==> config.mk <==
export PLATFORM = sky130hd
export DESIGN_NAME = gf128_reduce
export DESIGN_NICKNAME = d
export VERILOG_FILES = /design/src/rtl/gfr_pkg.sv /design/src/rtl/gfr_tailmul.sv /design/src/rtl/gfr_fold.sv /design/src/rtl/gf128_reduce.sv
export SDC_FILE = /design/constraint.sdc
export NUM_CORES = 1
export LEC_CHECK = 0
export BUFFER_PORTS_ARGS = -buffer_cell sky130_fd_sc_hd__buf_4
export CAP_MARGIN = 20
export CORE_MARGIN = 8
export CORE_UTILIZATION = 40
export CTS_BUF_LIST = sky130_fd_sc_hd__clkbuf_4 sky130_fd_sc_hd__clkbuf_8
export DETAILED_ROUTE_END_ITERATION = 16
export PLACE_DENSITY = 0.7
export SYNTH_ARGS = -nofsm -noshare
export SYNTH_HDL_FRONTEND = slang
export SYNTH_SLANG_ARGS = --single-unit
==> constraint.sdc <==
create_clock -name clk -period 1.9 [get_ports clk]
set_clock_uncertainty 0.15 [all_clocks]
set_input_delay 0.285 -clock clk [delete_from_list [all_inputs] [get_ports clk]]
set_output_delay 0.285 -clock clk [all_outputs]
set_load 0.01 [all_outputs]
==> src/rtl/gfr_pkg.sv <==
package gfr_pkg;
  localparam int RES_W_DEF  = 128;
  localparam int TAIL_W_DEF = 8;
  localparam logic [TAIL_W_DEF-1:0] TAIL_DEF = 8'h87;

  function automatic int imax(input int a, input int b);
    return (a > b) ? a : b;
  endfunction
endpackage

==> src/rtl/gfr_tailmul.sv <==
module gfr_tailmul #(
  parameter int IN_W   = 127,
  parameter int TAIL_W = 8,
  parameter logic [TAIL_W-1:0] TAIL = 8'h87,
  localparam int OUT_W = IN_W + TAIL_W - 1
) (
  input  logic [IN_W-1:0]  x,
  output logic [OUT_W-1:0] y
);
  logic [OUT_W-1:0] term [TAIL_W];

  for (genvar k = 0; k < TAIL_W; k++) begin : g_tap
    if (TAIL[k]) begin : g_on
      assign term[k] = OUT_W'(x) << k;
    end else begin : g_off
      assign term[k] = '0;
    end
  end

  always_comb begin
    y = '0;
    for (int k = 0; k < TAIL_W; k++) y = y ^ term[k];
  end
endmodule

==> src/rtl/gfr_fold.sv <==
module gfr_fold #(
  parameter int IN_W   = 255,
  parameter int RES_W  = 128,
  parameter int TAIL_W = 8,
  parameter logic [TAIL_W-1:0] TAIL = 8'h87,
  parameter int OUT_W  = 134
) (
  input  logic [IN_W-1:0]  v,
  output logic [OUT_W-1:0] f
);
  localparam int HI_W = IN_W - RES_W;
  localparam int P_W  = HI_W + TAIL_W - 1;

  logic [P_W-1:0] prod;

  gfr_tailmul #(.IN_W(HI_W), .TAIL_W(TAIL_W), .TAIL(TAIL)) u_mul (
    .x(v[IN_W-1:RES_W]),
    .y(prod)
  );

  assign f = OUT_W'(v[RES_W-1:0]) ^ OUT_W'(prod);
endmodule

==> src/rtl/gf128_reduce.sv <==
module gf128_reduce
  import gfr_pkg::*;
#(
  parameter int RES_W  = RES_W_DEF,
  parameter int TAIL_W = TAIL_W_DEF,
  parameter logic [TAIL_W-1:0] TAIL = TAIL_DEF,
  localparam int PROD_W = 2 * RES_W
) (
  input  logic              clk,
  input  logic              rst,
  input  logic              valid_in,
  input  logic              short_op,
  input  logic [PROD_W-1:0] prod_in,
  output logic              valid_out,
  output logic [RES_W-1:0]  residue,
  output logic              short_err
);
  localparam int USE_W   = PROD_W - 1;
  localparam int FIRST_W = imax(RES_W, (USE_W - RES_W) + TAIL_W - 1);
  localparam int OVF_W   = FIRST_W - RES_W;

  logic msb_unused;
  assign msb_unused = prod_in[PROD_W-1];

  logic [FIRST_W-1:0] pass1;
  logic [RES_W-1:0]   pass2;
  logic [OVF_W-1:0]   ovf;

  gfr_fold #(.IN_W(USE_W), .RES_W(RES_W), .TAIL_W(TAIL_W), .TAIL(TAIL),
             .OUT_W(FIRST_W)) u_fold1 (
    .v(prod_in[USE_W-1:0]),
    .f(pass1)
  );

  gfr_fold #(.IN_W(FIRST_W), .RES_W(RES_W), .TAIL_W(TAIL_W), .TAIL(TAIL),
             .OUT_W(RES_W)) u_fold2 (
    .v(pass1),
    .f(pass2)
  );

  assign ovf = pass1[FIRST_W-1:RES_W];

  always_ff @(posedge clk) begin
    if (rst) begin
      valid_out <= 1'b0;
      residue   <= '0;
      short_err <= 1'b0;
    end else begin
      valid_out <= valid_in;
      if (valid_in) begin
        residue   <= short_op ? pass1[RES_W-1:0] : pass2;
        short_err <= short_op & (|ovf);
      end
    end
  end
endmodule

* Word level (Yosys, flattened, before mapping)
Index checks and enable logic that the tools add are counted.
** Storage, ports and cells
- Word-level logic and storage cells :: 14
- Input port bits :: 260
- Output and inout bits :: 130
- Register bits :: 130
** Operators by class
- Bitwise logic cells :: 9
- Multiplexer cells :: 1
- Reductions and logical operators :: 1
** Operators by type and width (number)
- $xor 128x134->134 :: 1
- $xor 129x134->134 :: 1
- $xor 128x129->129 :: 1
- $mux 128 :: 1
- $xor 127x128->128 :: 1
- $xor 128x13->128 :: 1
- $xor 8x13->13 :: 1
- $xor 7x8->8 :: 1
- $xor 6x7->7 :: 1
- $reduce_or 6->1 :: 1
- $and 1x1->1 :: 1

* Longest topological paths before layout
- Depth after elaboration :: 9
- Mapped depth :: 6
- Gate-level depth less buffers :: 6

* Cells and area by module
From an unflattened synthesis, not the netlist that was laid out.
** Second synthesis, totals
- Cells, all modules :: 1165
- Area, all modules :: 11274.6 um^2
** Modules (own cells, without submodules)
- gf128_reduce :: cells each 577, times used 1, area an instance 5799.3 um^2
- gfr_tailmul at u_fold1.u_mul :: cells each 319, times used 1, area an instance 3210.6 um^2
- gfr_fold at u_fold1 :: cells each 128, times used 1, area an instance 1121.1 um^2
- gfr_fold at u_fold2 :: cells each 128, times used 1, area an instance 977.2 um^2
- gfr_tailmul at u_fold2.u_mul :: cells each 13, times used 1, area an instance 166.4 um^2

* Least setup slack after synthesis
No wires, ideal clock.
- Path type :: input port to flip-flop
- Start :: input prod_in[249]
- End :: register residue[7]
- Slack :: 0.242 ns
- Arrival :: 1.428 ns
- Setup time :: 0.079 ns
- Buffers on the path :: 0
- Cell stages on the path :: 6
- Data required time :: 1.671 ns
- Path through :: inv_1 > ha_1 > xnor2_1 > nor2_2 > xnor3_1 > a211oi_2
** On the way
- Cells in the longest elaborated chain, start to end :: 5
** RTL lines
- start, declared :: RTL line gf128_reduce.sv:13 : input logic [PROD_W-1:0] prod_in,
- $xor 129x134->134 :: RTL line gfr_tailmul.sv:22 : for (int k = 0; k < TAIL_W; k++) y = y ^ term[k];
- $xor 128x134->134 :: RTL line gfr_fold.sv:21 : assign f = OUT_W'(v[RES_W-1:0]) ^ OUT_W'(prod);
- $xor 8x13->13 :: RTL line gfr_tailmul.sv:22
- $xor 128x13->128 :: RTL line gfr_fold.sv:21
- $mux 128 :: RTL line gf128_reduce.sv:51 : residue <= short_op ? pass1[RES_W-1:0] : pass2;
- end signal, assigned :: RTL line gf128_reduce.sv:51
- end, declared :: RTL line gf128_reduce.sv:15 : output logic [RES_W-1:0] residue,
No other way between the ends.
A chain may end at the register's enable or synchronous reset.

* Final worst setup path
- Start :: input prod_in[201]
- End :: register residue[80]
** On the way
- Cells in the longest elaborated chain, start to end :: 4
** RTL lines (RTL line)
- $xor 129x134->134 * :: gfr_tailmul.sv:22
- $xor 128x134->134 * :: gfr_fold.sv:21
- $xor 128x13->128 :: gfr_fold.sv:21
- $mux 128 * :: gf128_reduce.sv:51
Every way passes the cells marked *; elsewhere a longest branch is shown, timed or not.

==> impl_results.md <==
- Status: finished, final reports clean
- CTS tree: done
- Share of cells above drive strength 1: 0.323
- F_max: 607 MHz
- Placed Area: 0.0118 mm²
- Static Leak: 5.02 nW
- Minimum clock period: 1.65 ns
- Design Power: 9.55 mW
- DP Worst Slack: 0.0639 ns
- Worst Setup End Kind: flip-flop
- Number of global-route vias before repair: 8111
- # placed instances: 1538
- Post-Route WL: 29.8 mm
- Final setup fails: 0
- Clk_lat worst skew: 0.44 ns
- Global Route Usage Sum: 0.221
- Hold Fails Final Rpt: 0
- Finished Core Util: 0.600
- Num ports: 390
- Synth Net Count: 1172
- CP Data Arrival Time: 1.80 ns
- Largest net degree at the start of global routing: 105
- ANT nets after route: 0
- Max Slew Vio Count: 0
- Chip Width: 162 µm
- First-pass GRT wire length: 45.6 mm
- Slew @ Worst Pin: 0.484 ns
- CTS clk-pin slew, worst paths: 0.08 ns
- Yosys top cell area share: 0.391
- Initial antenna violation count: 1
- Switching Share: 0.318
- Final HPWL DP: 23.8 mm
- Grt total ovfl: 0
- Combinational group share of total power: 0.398
- Initial DRC count: 336
- Simple-Gate Fraction of Synth Area: 0.100
- Vias post-DR: 7586
- Multiplexer share of the synthesized area: 0.00468
- Post-synthesis cell area: 0.00855 mm²
- Syn. warnings: 0
- Top post-synthesis cells by area: xnor2_1 (39%), dfxtp_1 (30%), nand2b_1 (8.6%)
- Synth unique cells: 20
- Wire length per cell: 18.4 µm
- Hold crit path type: input pin to flip-flop
- Clock Tree Buf Depth: 2
- P per Cell Area: 757 mW/mm²
- Root buffer cell: clkbuf_8
- Seq cells post-synth: 130
- Fin Setup TNS: 0 ns
- Leading area contributor after synthesis: xnor2_1
- Rows: 53
- DIE HEIGHT: 162 µm
- Sw Pwr: 3.04 mW
- Data required, critical path: 2.06 ns
- Critical Path Fanout Max: 3
- Post-CTS setup buffer count: 0
- Unrepaired setup endpoints after global routing: no
- Cell Count, Final, Fillers Out: 1615
- DIE AREA: 0.0263 mm²
- WHS: 0.0336 ns
- Main combinational cell family by area after synthesis: XOR/XNOR gates
- Drt pass-1 iters: 4
- Syn Area/Cell: 9.41 µm²
- Sequential-to-total area share from yosys stat: 0.304
- MaxCap Viol Count: 0
- Internal power: 6.51 mW
- H-tree depth: 4
- Sequential fraction of design power: 0.340
- Synth Area in Compound Gates: 0.0947
- Vias per cell: 4.70
- Startpoint types: input pin
- Max IR drop VDD: 365 µV
- GPL Wtd Cong: 0.884
- Cts bufs inserted: 17
- Period utilization: 0.867
- P&R area growth vs syn: 47.6%
- Starting Density: 0.407
- Slew headroom: 0.678
- Clk pwr share: 0.262
- Critical path class: input pin to flip-flop
- Port Buffer Count: 388
- Syn Inst Count: 909
- Core Region: 0.0210 mm²
- Final Worst Setup Slack: 0.253 ns
- DRC: 0
- Post-Synth Adder-Cell Area: 0.00439
- Final #Nets: 1589
- Design Area, Final: 0.0126 mm²
- XOR/XNOR share of the synthesized area: 0.468
- Clk sinks: 130
synthesized netlist by cell type:
library cell	instances
xor2_1	65
nand2b_1	117
a211oi_2	2
a21oi_1	1
buf_4	1
o22ai_1	115
mux2i_1	4
nor2b_1	6
dfxtp_1	130
nand3_1	2
buf_2	6
xnor3_1	4
clkbuf_1	33
inv_1	7
nor2_2	1
buf_1	3
xnor2_1	382
ha_1	3
nor2_1	19
a211oi_1	8
area by class of cell:
| cell class | count | area, µm² |
|---|---|---|
| tap | 275 | 344 |
| multi-input combinational | 729 | 5760 |
| sequential | 130 | 2600 |
| antenna | 1 | 2.50 |
| clock buffer | 19 | 255 |
| timing repair buffer | 441 | 3470 |
| fill | 1870 | 8400 |
| inverter | 7 | 26.3 |
| clock inverter | 13 | 160 |
power groups by stage:
| stage | clock network [mW] | logic (mW) | registers, mW |
|---|---|---|---|
| floorplan | 0 | 2.03 | 3.45 |
| global placement | 0 | 3.73 | 3.29 |
| detailed placement | 0 | 3.75 | 3.31 |
| CTS | 2.58 | 3.84 | 3.25 |
| global route | 2.72 | 4.09 | 3.29 |
| finish | 2.50 | 3.80 | 3.25 |
what timing repair did:
item                                   in CTS  in global routing
endpoints found under the hold margin      44                  0
hold buffers                               44                  0
gates resized for setup                     0                  0
worst max-delay path, cell delays in order:
cell and delay [ns]:
dlygate4sd3_1 0.54, buf_4 0.15, xnor2_1 0.26, xnor2_1 0.12, xnor2_1 0.31, o22ai_1 0.14
metal layers:
metal	global-route usage	vias to the layer above	wire, µm
li1	-	3797	-
met1	0.245	3512	11800
met2	0.397	240	15400
met3	0.0663	37	1870
met4	0.0741	0	755
met5	0	-	0
cell families after synthesis:
| group | after synthesis |
|---|---|
| XOR/XNOR | 451 |
| AND/OR/NAND/NOR | 145 |
| flip-flops | 130 |
| AO/OA/AOI/OAI | 126 |
| buffers and inverters | 50 |
| multiplexers | 4 |
| adder cells (fa/ha/maj) | 3 |
cells in the final DEF, fill, tap and decap left out:
cell	instances
buf_4	393
xnor2_1	382
dfxtp_1	130
nand2b_1	116
o22ai_1	115
xor2_1	65
dlygate4sd3_1	44
nor2_1	19
clkbuf_8	18
a211oi_1	8
inv_1	7
nor2b_1	6
clkinvlp_4	5
xnor3_1	4
mux2i_1	4
buf_12	4
ha_1	3
clkinv_2	3
bufinv_16	3
a211oi_2	2
nand3_1	2
diode_2	1
nand2b_4	1
nor2_2	1
a21oi_1	1
clkinv_4	1
inv_6	1
clkbuf_4	1
path summary, 6_finish.rpt:
| check | startpoint | end | slack [ns] | cells past startpoint |
|---|---|---|---|---|
| max | prod_in[201] | residue[80] | 0.25 | 6 |
| min | prod_in[235] | residue[109] | 0.03 | 3 |
| max reg2reg | residue[123] | residue[123] | 1.05 | 2 |
| min reg2reg | residue[51] | residue[51] | 0.33 | 2 |
registers in the layout (all words and copies together) (netlist names):
| name | cells |
|---|---|
| residue | 128 |
| short_err | 1 |
| valid_out | 1 |
Power figures use the tool's default switching activity.
